File: config.mk
export PLATFORM = sky130hd
export DESIGN_NAME = lin_delay_addr_gen
export DESIGN_NICKNAME = d
export VERILOG_FILES = /design/src/rtl/ldag_pkg.sv /design/src/rtl/ldag_datapath.sv /design/src/rtl/ldag_ctrl.sv /design/src/rtl/lin_delay_addr_gen.sv
export SDC_FILE = /design/constraint.sdc
export NUM_CORES = 1
export LEC_CHECK = 0
export ABC_CLOCK_PERIOD_IN_PS = 4450
export BUFFER_PORTS_ARGS = -buffer_cell sky130_fd_sc_hd__buf_2
export CORE_UTILIZATION = 50
export CTS_BUF_LIST = sky130_fd_sc_hd__clkbuf_2
export DETAILED_ROUTE_END_ITERATION = 10
export PLACE_DENSITY = 0.82
export SLEW_MARGIN = 20
export SYNTH_ARGS = -nofsm -noshare
export SYNTH_HDL_FRONTEND = slang
export SYNTH_SLANG_ARGS = --single-unit
File: constraint.sdc
create_clock -name clk -period 4.45 [get_ports clk]
set_clock_uncertainty 0.15 [all_clocks]
set_input_delay 0.89 -clock clk [delete_from_list [all_inputs] [get_ports clk]]
set_output_delay 0.89 -clock clk [all_outputs]
set_load 0.05 [all_outputs]
File: src/rtl/ldag_pkg.sv
package ldag_pkg;
  // Command from control to datapath for one clock.
  typedef struct packed {
    logic       load;     // restart model, address to zero
    logic       advance;  // accumulate and step address
    logic [1:0] inc;      // address step: 0, 1 or 2
  } ldag_cmd_t;
endpackage

File: src/rtl/ldag_datapath.sv
module ldag_datapath
  import ldag_pkg::*;
#(
  parameter int ADDR_W = 7,
  parameter int ACC_W  = 32,
  parameter int RATE_W = 18
) (
  input  logic              clk,
  input  logic              rstN,
  input  ldag_cmd_t         cmd,
  input  logic [ACC_W-1:0]  delayErr,
  input  logic [RATE_W-1:0] delayRate,
  input  logic              stepMode,
  output logic              carryNext,
  output logic              modeLatched,
  output logic [ADDR_W-1:0] addrOut
);
  localparam int SUM_W = ACC_W + 1;
  localparam int PAD_W = SUM_W - RATE_W;

  logic [ACC_W-1:0]  accQ;
  logic [RATE_W-1:0] rateQ;
  logic              modeQ;
  logic [ADDR_W-1:0] addrQ;
  logic [SUM_W-1:0]  sum;

  assign sum         = {1'b0, accQ} + {{PAD_W{1'b0}}, rateQ};
  assign carryNext   = sum[ACC_W];
  assign modeLatched = modeQ;
  assign addrOut     = addrQ;

  always_ff @(posedge clk) begin
    if (!rstN) begin
      accQ  <= '0;
      rateQ <= '0;
      modeQ <= 1'b0;
      addrQ <= '0;
    end else if (cmd.load) begin
      accQ  <= delayErr;
      rateQ <= delayRate;
      modeQ <= stepMode;
      addrQ <= '0;
    end else if (cmd.advance) begin
      accQ  <= sum[ACC_W-1:0];
      addrQ <= addrQ + ADDR_W'(cmd.inc);
    end
  end
endmodule

File: src/rtl/ldag_ctrl.sv
module ldag_ctrl
  import ldag_pkg::*;
(
  input  logic      clk,
  input  logic      rstN,
  input  logic      rdStrobe,
  input  logic      reload,
  input  logic      carryNext,
  input  logic      modeLatched,
  output ldag_cmd_t cmd,
  output logic      strobeOut
);
  logic strobeQ;

  always_comb begin
    cmd.load    = reload;
    cmd.advance = rdStrobe && !reload;
    if (!carryNext)
      cmd.inc = 2'd1;
    else if (modeLatched)
      cmd.inc = 2'd2;
    else
      cmd.inc = 2'd0;
  end

  always_ff @(posedge clk) begin
    if (!rstN) strobeQ <= 1'b0;
    else       strobeQ <= rdStrobe;
  end

  assign strobeOut = strobeQ;
endmodule

File: src/rtl/lin_delay_addr_gen.sv
module lin_delay_addr_gen
  import ldag_pkg::*;
#(
  parameter int ADDR_W = 7,
  parameter int ACC_W  = 32,
  parameter int RATE_W = 18
) (
  input  logic              clk,
  input  logic              rstN,
  input  logic              rdStrobeIn,
  input  logic              reloadIn,
  input  logic [ACC_W-1:0]  delayErrIn,
  input  logic [RATE_W-1:0] delayRateIn,
  input  logic              stepModeIn,
  output logic [ADDR_W-1:0] rdAddrOut,
  output logic              rdStrobeOut
);
  ldag_cmd_t cmd;
  logic      carryNext;
  logic      modeLatched;

  ldag_ctrl u_ctrl (
    .clk         (clk),
    .rstN        (rstN),
    .rdStrobe    (rdStrobeIn),
    .reload      (reloadIn),
    .carryNext   (carryNext),
    .modeLatched (modeLatched),
    .cmd         (cmd),
    .strobeOut   (rdStrobeOut)
  );

  ldag_datapath #(.ADDR_W(ADDR_W), .ACC_W(ACC_W), .RATE_W(RATE_W)) u_dp (
    .clk         (clk),
    .rstN        (rstN),
    .cmd         (cmd),
    .delayErr    (delayErrIn),
    .delayRate   (delayRateIn),
    .stepMode    (stepModeIn),
    .carryNext   (carryNext),
    .modeLatched (modeLatched),
    .addrOut     (rdAddrOut)
  );
endmodule

==> results of run 1 <==
[how the worst max path moves through the flow]
stage,start,to
detailed placement,u_dp.rateQ[0],u_dp.addrOut[3]
floorplan,u_dp.rateQ[0],u_dp.addrOut[3]
global route,u_dp.rateQ[0],u_dp.addrOut[3]
finish,u_dp.rateQ[0],u_dp.addrOut[3]
global placement,u_dp.rateQ[0],u_dp.addrOut[5]
CTS,u_dp.rateQ[0],u_dp.addrOut[3]
[worst min-delay path, cell delays in order (launching register included)]
cell,delay [ps]
sky130_fd_sc_hd__dfxtp_1,350
sky130_fd_sc_hd__mux2i_1,120
sky130_fd_sc_hd__nor2b_1,50
[registers in the layout, indices dropped and copies added, names as in the netlist]
signal / count
u_dp.accQ: 32
u_dp.rateQ: 18
u_dp.addrOut: 7
u_ctrl.strobeOut: 1
u_dp.modeLatched: 1
[where the power goes]
part	leakage, nW	switching (mW)	total (mW)	internal [mW]
logic	1.26	0.135	0.244	0.108
clock network	0.0755	0.213	0.397	0.183
registers	0.488	0.0236	0.586	0.562
[logic make-up (layout without fill, tap and decap cells)]
family	after synthesis	count (layout)	synth area share, %
compound gates	117	117	22.4
flops	59	59	32.5
buf+inv	31	87	3.96
simple gates	120	120	18.0
mux	32	32	8.82
fa+ha+maj	22	22	7.99
xor+xnor	26	26	6.27
[cell usage in the layout (no fill, tap or decap), types with 9 or more instances in the layout]
master	count
sky130_fd_sc_hd__ha_1	20
sky130_fd_sc_hd__nand2_1	24
sky130_fd_sc_hd__nor2b_1	25
sky130_fd_sc_hd__xnor2_1	14
sky130_fd_sc_hd__xor2_1	12
sky130_fd_sc_hd__clkbuf_2	9
sky130_fd_sc_hd__nand4_1	12
sky130_fd_sc_hd__a21oi_1	38
sky130_fd_sc_hd__nor2_1	17
sky130_fd_sc_hd__o21ai_0	31
sky130_fd_sc_hd__dfxtp_1	59
sky130_fd_sc_hd__a21o_1	9
sky130_fd_sc_hd__buf_2	62
sky130_fd_sc_hd__mux2i_1	32
[layer usage]
layer  up-vias  global-route usage [%]  routed length (um)
li1       1599                       -                   -
met1      1486                    27.9                3610
met2        69                    38.4                3910
met3        19                    4.36                 344
met4         0                    11.9                 216
met5         -                       0                   0
[per-stage QoR]
step	hold slack, ps	setup WS (ps)	std cells
floorplan	324	1350	407
global placement	319	1200	543
detailed placement	354	1090	543
CTS	376	1050	559
global route	407	880	559
finish	391	1030	559
[cell type report]
| cell class | instances | area [um^2] |
|---|---|---|
| fillers | 635 | 2800 |
| well taps | 96 | 120 |
| clock inverters | 7 | 92.6 |
| clock buffers | 9 | 45.0 |
| multi-input cells | 317 | 2310 |
| repair buffers | 65 | 333 |
| inverters | 6 | 22.5 |
| flip-flops and latches | 59 | 1180 |
==> flow_results.org, run 1 <==
** Logic synthesis
- The number of different library cells used by synthesis comes to 56.
- Sequential cell area fraction in the yosys report :: 32.5%
- Synth Area per Inst :: 8.93 um^2
- By count the netlist is led by sky130_fd_sc_hd__dfxtp_1 (59), sky130_fd_sc_hd__a21oi_1 (38), sky130_fd_sc_hd__mux2i_1 (32).
- Syn nets :: 484
- In this run, synthesis inferred 0 flip-flops with an integrated enable.
- The synthesized design devotes to its leading area cell type 32.5% of total area.
- For this run, asynchronously set or reset flops after synthesis account for 0%.
- Netlist area before placement :: 0.00363 mm^2
- Library cell with the highest instance count after synthesis :: sky130_fd_sc_hd__dfxtp_1
- During synthesis, Yosys emitted a total of 0 warnings.
- Top area cells in the synthesized netlist :: sky130_fd_sc_hd__dfxtp_1 (33%), sky130_fd_sc_hd__mux2i_1 (8.8%), sky130_fd_sc_hd__ha_1 (6.9%), sky130_fd_sc_hd__a21oi_1 (5.2%), sky130_fd_sc_hd__nor2b_1 (4.3%)
- Among all flip-flop cells after synthesis, the most frequent one is sky130_fd_sc_hd__dfxtp_1.
- Post-synthesis sequential element count :: 59
- After technology mapping, the gate count stands at 407.
- Yosys top cell by area :: sky130_fd_sc_hd__dfxtp_1

** Worst setup path
- On the worst path, the slowest cell contributes a delay of 410 ps.
- Top Family by Delay on Critical Path :: compound AO/OA/AOI/OAI gates
- Depth of the worst register-to-register path :: 11
- For this design, the slowest cell found on the critical path is sky130_fd_sc_hd__fa_1.
- The number of buffers and inverters on the critical path is 0.
- Maximum fanout count along the critical path :: 10
- Kind of start point of the critical path :: flop
- Critical Path Stages :: 11
- The worst setup path is captured at a flop.
- Data arrival time of the worst path :: 3710 ps
- Register-to-register path setup slack :: 1030 ps
- Data on the critical path is required at its endpoint by 4750 ps.
- Endpoint of the worst-slack reg-to-reg timing path :: u_dp.addrOut[3]
- Walking the worst path, the cells encountered are ha_1 -> fa_1 -> a21o_1 -> a221o_2 -> a41oi_2 -> o211ai_4 -> and3_1 -> ha_1 -> a21oi_1 -> or3_1 -> a21oi_1.
- The setup path with the least slack is of type flop to flop.
- Critical register-to-register path startpoint :: u_dp.rateQ[0]

** CTS
- Clock-pin slew was measured on the worst setup and hold paths at 170 ps.
- The number of clock buffers added by TritonCTS is 9.
- Maximum level of the CTS H-tree :: 3
- Insertion delay of the later-clocked pin in the worst-skew pair :: 520 ps
- The clock drives 59 sinks.
- Hold repair after CTS inserted 0 buffers.
- Counting along the longest clock path gives a buffer depth of 2.
- TritonCTS built the clock tree.
- The tree is rooted in a sky130_fd_sc_hd__clkbuf_2.
- In this run the post-CTS setup repair buffer count came out at 0.
- Post-cts sizing count :: 0

** Routing
- Using the TritonRoute via totals, the vias-per-cell ratio works out to 5.68.
- Average routed wire per standard cell :: 14.5 um
- Detailed Route WL :: 8080 um
- After detailed routing, the number of remaining DRC violations is 0.
- Number of nets still failing antenna checks after routing :: 0
- Vias after detailed routing :: 3173
- Drt initial violations :: 155
- Drt first pass iters :: 6

** Global route
- Antenna violations before repair :: 0
- The first global-routing pass estimated 13500 um of wire.
- Entering global routing, the biggest net connects 54 pins.
- The via count of the first global-routing pass was 3056.
- Remaining global-route overflow :: 0
- Global routing usage summed across all routing layers :: 22.9%

** Min path
- The worst hold path terminates at u_dp.rateQ[11].
- Origin of the worst min-delay path :: u_dp.rateQ[11]
- Class of the tightest hold or removal check :: flop to flop
- The worst hold path was traced through 2 stages.

** Status
- The run finished with clean final reports.

** STA
- Number of max-slew violations in the final report :: 0
- Pin slew with the least headroom to its limit :: 801 ps
- Headroom to the max-slew limit :: 46.1%
- Final clock period utilization by the worst path :: 76.8%
- The smallest clock period supported by the final layout is computed as 3420 ps.
- Timing would allow up to 293 MHz.
- Total of endpoints with negative setup slack in the final report :: 0
- Hold Vio Cnt, Final :: 0
- Unrepaired setup endpoints after global routing :: false
- In the final timing run, aggregate negative setup slack is 0 ps.

** Final layout
- Cells fill 59.4% of the core in the end.
- Syn-to-layout area delta :: 12.9%
- ANT cells :: 0
- After routing the design area is 0.00410 mm^2.
- Net total in the final layout :: 535
- The post-route netlist has 20.7% of its cells at a drive strength greater than 1.

** Job
- Across the run, the number of max-cap violations was 0.

** Power
- After layout, the design draws a total of 1.23 mW.
- Power spread over the standard cell area amounts to 299 mW/mm^2.
- The worst-case IR drop observed on VDD is 0.000160 V.
- Leakage power of the design :: 1.82 nW

** Placement
- Summing all placed instances gives a cell area of 0.00397 mm^2.
- Placer's final routability congestion estimate :: 0.848
- HPWL reported at the end of detailed placement :: 5760 um
- Buffers placed on the I/O ports in this run total 62.

** Die
- Measured along the x axis, the die boundary spans 87.2 um.
- Rows :: 30
- Area of the placeable core :: 0.00691 mm^2
- Die area :: 0.00761 mm^2
- The die is 87.2 um tall.
- Once the floorplan was initialized, standard cells occupied 52.6% of the core.
- During I/O placement, the number of pins put on the boundary was 63.
No activity file was read; power rests on OpenSTA's default activity.
==> inputs of run 2 (changes only) <==
--- a/config.mk
+++ b/config.mk
@@ -5,7 +5,7 @@
 export SDC_FILE = /design/constraint.sdc
 export NUM_CORES = 1
 export LEC_CHECK = 0
-export ABC_CLOCK_PERIOD_IN_PS = 4450
+export ABC_CLOCK_PERIOD_IN_PS = 3400
 export BUFFER_PORTS_ARGS = -buffer_cell sky130_fd_sc_hd__buf_2
 export CORE_UTILIZATION = 50
 export CTS_BUF_LIST = sky130_fd_sc_hd__clkbuf_2
==> constraint.sdc (replaced) <==
create_clock -name clk -period 3.4 [get_ports clk]
set_clock_uncertainty 0.15 [all_clocks]
set_input_delay 0.68 -clock clk [delete_from_list [all_inputs] [get_ports clk]]
set_output_delay 0.68 -clock clk [all_outputs]
set_load 0.05 [all_outputs]
==> run 2 against run 1 <==
Wire length grew 0.84%. Critical path type unchanged. Non-clock buffer count grew 3. Highest routed layer unchanged. Count of clock-buffer cells in the layout grew 4. Die area is the same. Worst hold slack lost 130 ps. Global-route usage grew 0.28 points.
==> flow_results.org, run 2 (same netlist as run 1, synthesis figures left out) <==
** Die
- Area of the placeable core :: 0.00691 mm^2 (unchanged)
- The starting utilization of the core area was 52.6% (unchanged).
- The number of rows created at floorplan was 30 (unchanged).
- The die boundary height came to 87.2 um (unchanged).
- The x dimension of the die came to 87.2 um (unchanged).
- Ports placed on the boundary :: 63 (unchanged)
- The die area was 0.00761 mm^2 (unchanged).

** Placement
- The worst setup slack after placement is 126 ps (-964 ps).
- The weighted congestion reported at the end of routability-driven placement came to 0.836 (-1.4%).
- HPWL reported at the end of detailed placement :: 5860 um (+1.6%)
- The quantity of I/O buffers inserted on ports was 62 (unchanged).

** Min path
- Class of the tightest hold or removal check :: input port to flop
- The count of cells along the worst hold path was 2 (unchanged).
- For hold timing, the worst endpoint is u_dp.accQ[1].
- Origin of the worst min-delay path :: delayErrIn[1]

** CTS
- TritonCTS built the clock tree.
- Clock net sink count :: 59 (unchanged)
- Num CTS Buffers :: 9 (unchanged)
- The later-pin clock latency in the skew report is 490 ps (-30 ps).
- The clock transition at the registers of the reported paths was 170 ps (about the same).
- Hold bufs inserted after CTS :: 0 (unchanged)
- Max Buffers Root-to-Sink :: 2 (unchanged)
- CTS placed an instance of sky130_fd_sc_hd__clkbuf_2 at the clock tree root.
- The total number of H-tree levels was 3 (unchanged).

** STA
- The max-slew violation count was 0 (unchanged).
- The highest achievable clock rate was 308 MHz (+5.2%).
- Total of endpoints with negative setup slack in the final report :: 0 (unchanged)
- Unrepaired setup endpoints after global routing :: false
- Pin slew with the least headroom to its limit :: 857 ps (+55.6 ps)
- Final-layout setup total negative slack :: 0 ps (unchanged)
- Minimum clock period :: 3250 ps (-169 ps)
- The relative slew slack is 42.3% (-3.7 points).
- The final worst slack was 152 ps (-881 ps).
- Final clock period utilization by the worst path :: 95.5% (+19 points)
- Hold Vio Cnt, Final :: 0 (unchanged)

** Worst setup path
- Worst path cell trace :: ha_1 -> fa_2 -> a21o_1 -> a221o_2 -> a41oi_4 -> o211ai_4 -> and3_1 -> ha_1 -> a21oi_1 -> or3_1 -> a21oi_2
- The kind of cell with the highest combined delay along the critical path is compound AO/OA/AOI/OAI gates.
- The critical path starts at u_dp.accQ[0].
- STA classifies the critical path startpoint as a flop.
- Crit end category :: flop
- Critical path start-end classification :: flop to flop
- Delay of the slowest cell on the worst path :: 390 ps (-20 ps)
- Number of buffers and inverters on the critical path :: 0 (unchanged)
- The critical-path maximum fanout is 4 (-6).
- Most used cell along the critical path :: sky130_fd_sc_hd__ha_1
- The worst register-to-register path ends at u_dp.addrOut[3].
- Slowest stage cell on the critical path :: sky130_fd_sc_hd__a221o_2
- Data required, critical path :: 3660 ps (-1090 ps)
- The worst-case reg-to-reg path depth is 11 (unchanged).
- The slack of the worst reg-to-reg path was 150 ps (-880 ps).
- In this run the critical register-to-register path is launched from u_dp.accQ[0].
- Data arrival time of the worst path :: 3510 ps (-200 ps)

** Final layout
- Max reg flops :: 32 (unchanged)
- Leading cell type in the layout, fill and taps excluded :: sky130_fd_sc_hd__buf_2
- The number of antenna cells inserted came to 0 (unchanged).
- Filler cells :: 658 (+3.6%)
- The fraction of layout cells with a size suffix above 1 came to 21.7% (+0.94 points).
- Register with the most flip-flops :: u_dp.accQ
- In the layout the commonest cells are sky130_fd_sc_hd__buf_2 (62), sky130_fd_sc_hd__dfxtp_1 (59), sky130_fd_sc_hd__a21oi_1 (37).
- Net total in the final layout :: 538 (+0.56%)
- Syn-to-layout area delta :: 12.4%

** Global route
- Global-route wire length before repair :: 13700 um (+1.6%)
- The number of antenna violations at the first check in global routing came to 0 (unchanged).
- The maximum number of pins on one net before global-route repair is 54 (unchanged).
- Global routing usage summed across all routing layers :: 23.2% (+0.28 points)
- Remaining global-route overflow :: 0 (unchanged)
- Vias in the first global route :: 3108 (+1.7%)

** Job
- # Max-Cap Violations :: 0 (unchanged)

** Routing
- Average routed wire per standard cell :: 14.5 um (+0.30%)
- The detailed-route vias per instance came to 5.60 (-1.3%).
- Number of nets still failing antenna checks after routing :: 0 (unchanged)
- The detailed-routing iteration count for the pre-antenna-repair pass was 4 (-2).
- The detailed-route wire length was 8150 um (+0.84%).
- The via count of the routed design was 3149 (-0.76%).
- The number of design rule violations left after detail routing came to 0 (unchanged).
- The first-iteration detailed-routing DRC count was 118 (-24%).

** Power
- The power per unit of standard cell area came to 352 mW/mm^2 (+18%).
- The largest vdd supply drop is 0.000163 V (+1.5%).
- The standby leakage power is 1.82 nW (-0.30%).

** Status
- The flow ran to the end, and the final reports show no timing, DRC or antenna violations.
## run 2: stage by stage
stage               area, um^2  std cells  total power, mW  hold slack (ps)  utilization (%)
finish                    4090        562             1.44              262             59.1
global route              4090        562             1.52              235             59.1
CTS                       4060        561             1.45              214             58.8
detailed placement        3980        545             1.10              345             57.6
global placement          3980        545             1.09              321             57.6
floorplan                 3630        407             1.02              324                -
## run 2: worst max-delay path by stage
stage,endpoint,slack [ps],depth (start not counted)
final,u_dp.addrOut[3],150,11
after global routing,u_dp.addrOut[3],2,11
after CTS,u_dp.addrOut[3],80,11
after detailed placement,u_dp.addrOut[3],130,11
after global placement,u_dp.addrOut[5],240,11
after floorplan,u_dp.addrOut[3],300,11
## run 2: where the power goes
part           switching, mW  internal, mW  total, mW
logic                  0.178         0.144      0.322
registers             0.0315         0.736      0.767
clock network          0.245         0.104      0.350
## run 2: final cells by class
type / instances / area, um^2 / area share [%]
Timing Repair Buffer: 68 / 355 / 8.70
Sequential cell: 59 / 1180 / 28.9
Clock inverter: 3 / 15.0 / 0.368
Tap cell: 96 / 120 / 2.94
Inverter: 6 / 22.5 / 0.551
Multi-Input combinational cell: 317 / 2330 / 56.9
Clock buffer: 13 / 65.1 / 1.59
## run 2: routing by layer
layer / wire (um) / global-route usage, % / up-vias
met1: 3680 / 29.0 / 1463
li1: - / - / 1595
met5: 0 / 0 / -
met2: 3880 / 37.7 / 73
met4: 198 / 10.7 / 0
met3: 395 / 5.50 / 18
## run 2: repair_timing
item / in CTS / in global routing
resized for setup: 0 / 3
setup buffers: 0 / 1
endpoints found under the setup margin: 0 / 2
==> inputs of run 3 (changes only) <==
--- a/config.mk
+++ b/config.mk
@@ -10,7 +10,7 @@
 export CORE_UTILIZATION = 50
 export CTS_BUF_LIST = sky130_fd_sc_hd__clkbuf_2
 export DETAILED_ROUTE_END_ITERATION = 10
-export PLACE_DENSITY = 0.82
+export PLACE_DENSITY = 0.72
 export SLEW_MARGIN = 20
 export SYNTH_ARGS = -nofsm -noshare
 export SYNTH_HDL_FRONTEND = slang
==> run 3 against run 2 <==
Non-clock buffer count is 1 lower. Critical path depth stayed put. Count of clock-buffer cells in the layout decreased by 4. Fmax is 0.24% higher.
==> flow_results.org, run 3 (same netlist as run 1, synthesis figures left out) <==
** Routing
- Drt initial violations :: 71 (-40%)
- Average routed wire per standard cell :: 14.0 um (-3.7%)
- The detailed-route wire length is 7840 um (-3.8%).
- Mean number of vias per cell :: 5.57 (-0.59%)
- The via count of the routed design came to 3125 (-0.76%).
- DRC :: 0 (unchanged)
- The detailed-routing iteration count for the pre-antenna-repair pass came to 4 (unchanged).
- The post-route antenna net violation count was 0 (unchanged).

** Final layout
- The post-layout net count came to 537 (-0.19%).
- The number of flip-flops under the largest register name came to 32 (unchanged).
- ANT cells :: 0 (unchanged)
- The library cells used most frequently in the layout, excluding fill and tap cells, are sky130_fd_sc_hd__buf_2 (62), sky130_fd_sc_hd__dfxtp_1 (59), sky130_fd_sc_hd__a21oi_1 (38).
- The count of placed standard cells in the final layout, fillers left out was 561 (-0.18%).
- Share of cells above drive strength 1 :: 20.9% (-0.81 points)
- Register with the most flip-flops :: u_dp.accQ
- Compared with the post-synthesis result, the final layout area differs by 12.0%.
- Leading cell type in the layout, fill and taps excluded :: sky130_fd_sc_hd__buf_2

** CTS
- The number of setup buffers added after CTS was 0 (unchanged).
- Clock net sink count :: 59 (unchanged)
- The TritonCTS buffer count is 9 (unchanged).
- The clock tree buffer depth came to 2 (unchanged).
- The later-pin clock latency in the skew report was 490 ps (about the same).
- The total number of H-tree levels was 3 (unchanged).
- Cell at the root of the clock tree :: sky130_fd_sc_hd__clkbuf_2
- Clock transition at path regs :: 200 ps (+30 ps)
- The total of cells resized after clock tree synthesis is 0 (unchanged).
- CTS tree :: built
- Hold bufs inserted after CTS :: 0 (unchanged)

** Power
- Proportion of power drawn by the clock network :: 25.4% (+1.1 points)
- The largest vdd supply drop is 0.000214 V (+31%).
- Cell internal power dissipation :: 970 uW (-1.4%)
- Share of total power in sequential cells :: 52.8% (-0.5 points)
- Areal power density over the cells :: 357 mW/mm^2 (+1.2%)
- Portion of total power attributed to combinational logic :: 21.7% (-0.7 points)
- Net Sw Frac :: 33.1% (+1.5 points)
- The switching power is 480 uW (+5.7%).
- Leakage power of the design :: 1.81 nW (-0.56%)

** STA
- Hold Vio Cnt, Final :: 0 (unchanged)
- Total of endpoints with negative setup slack in the final report :: 0 (unchanged)
- Number of max-slew violations in the final report :: 0 (unchanged)
- The post-layout minimum cycle time came to 3240 ps (-7.68 ps).
- Setup repair after global routing left no endpoint under its margin.
- The final worst slack came to 159 ps (+7.68 ps).
- The final-layout setup total negative slack came to 0 ps (unchanged).
- Headroom to the max-slew limit :: 48.0% (+5.6 points)
- Final clock period utilization by the worst path :: 95.3% (-0.23 points)
- The highest achievable clock rate was 309 MHz (+0.24%).
- Pin slew with the least headroom to its limit :: 773 ps (-83.5 ps)

** Worst setup path
- Source of the critical timing path :: u_dp.rateQ[0]
- Worst path cell trace :: ha_1 -> fa_1 -> a21o_1 -> a221o_2 -> a41oi_2 -> o211ai_4 -> and3_1 -> ha_1 -> a21oi_1 -> or3_1 -> a21oi_1
- The critical path is of the flop to flop type.
- In this design, the largest share of critical-path delay is due to compound AO/OA/AOI/OAI gates.
- The slack of the worst reg-to-reg path is 160 ps (about the same).
- The worst setup path is captured at a flop.
- Data required, critical path :: 3690 ps (+30 ps)
- The worst register-to-register path begins at u_dp.rateQ[0].
- Slowest stage cell on the critical path :: sky130_fd_sc_hd__fa_1
- The critical-path maximum fanout is 4 (unchanged).
- The buffers plus inverters on the worst setup path is 0 (unchanged).
- Data arrival time of the worst path :: 3530 ps (+20 ps)
- Kind of start point of the critical path :: flop
- The longest individual stage delay on the worst path is 410 ps (+20 ps).

** Global route
- The via count of the first global-routing pass is 2983 (-4.0%).
- The global router's overall resource usage was 22.4% (-0.82 points).
- Antenna violations before repair :: 0 (unchanged)
- The first-pass GRT wire length was 13300 um (-3.1%).
- Pin count of the biggest net entering global routing :: 54 (unchanged)
- Remaining global-route overflow :: 0 (unchanged)

** Die
- The starting utilization of the core area was 52.6% (unchanged).
- The x dimension of the die is 87.2 um (unchanged).
- Ports placed on the boundary :: 63 (unchanged)
- The die area is 0.00761 mm^2 (unchanged).
- Rows :: 30 (unchanged)
- Area of the placeable core :: 0.00691 mm^2 (unchanged)
- The die boundary height is 87.2 um (unchanged).

** Placement
- Setup slack after placement :: 192 ps (+65.4 ps)
- The quantity of I/O buffers inserted on ports came to 62 (unchanged).
- The detailed-placement wirelength estimate came to 5590 um (-4.6%).
- The number of placed instances with taps included is 545 (unchanged).
- The weighted congestion reported at the end of routability-driven placement was 0.853 (+2.0%).

** Job
- # Max-Cap Violations :: 0 (unchanged)

** Status
- Run status :: finished, final reports clean

** Min path
- Class of the tightest hold or removal check :: input port to flop
- Origin of the worst min-delay path :: delayErrIn[0]
-- run 3: changes by cell type in the layout (fill, tap and decap cells not counted), sizes merged --
cell,previous run,this run
clkinv,2,3
buf,68,67
inv,6,7
clkbuf,13,9
clkinvlp,1,3
-- run 3: final timing paths --
kind | endpoint | cells past startpoint
setup / recovery | u_dp.addrOut[5] | 11
hold / removal | u_dp.accQ[0] | 2
setup reg to reg | u_dp.addrOut[5] | 11
hold reg to reg | u_dp.addrOut[6] | 2
-- run 3: stage by stage --
| stage | total power, mW | utilization, % | hold slack, ps | instance area (um^2) |
|---|---|---|---|---|
| after CTS | 1.47 | 58.9 | 234 | 4070 |
| after detailed placement | 1.10 | 57.6 | 338 | 3980 |
| after floorplan | 1.02 | - | 324 | 3630 |
| final | 1.45 | 58.9 | 276 | 4070 |
| after global placement | 1.09 | 57.6 | 322 | 3980 |
| after global routing | 1.54 | 58.9 | 239 | 4070 |
-- run 3: power by group through the flow --
stage	Combinational [mW]	Sequential (mW)	Clock (mW)
after floorplan	0.243	0.778	0
after global routing	0.353	0.773	0.414
after CTS	0.317	0.766	0.383
after global placement	0.309	0.779	0
final	0.315	0.766	0.369
after detailed placement	0.315	0.781	0
-- run 3: layer usage --
metal  share of wire [%]  GRT usage (%)
met4                 1.5           10.4
met5                   0              0
met3                 4.4           3.22
met2                  47           36.5
met1                  47           29.2
-- run 3: layout make-up --
class	instances	area, um^2
clock buffers	9	45.0
clock inverters	7	43.8
fillers	667	2840
inverters	6	22.5
multi-input cells	317	2310
flip-flops and latches	59	1180
well taps	96	120
repair buffers	67	348
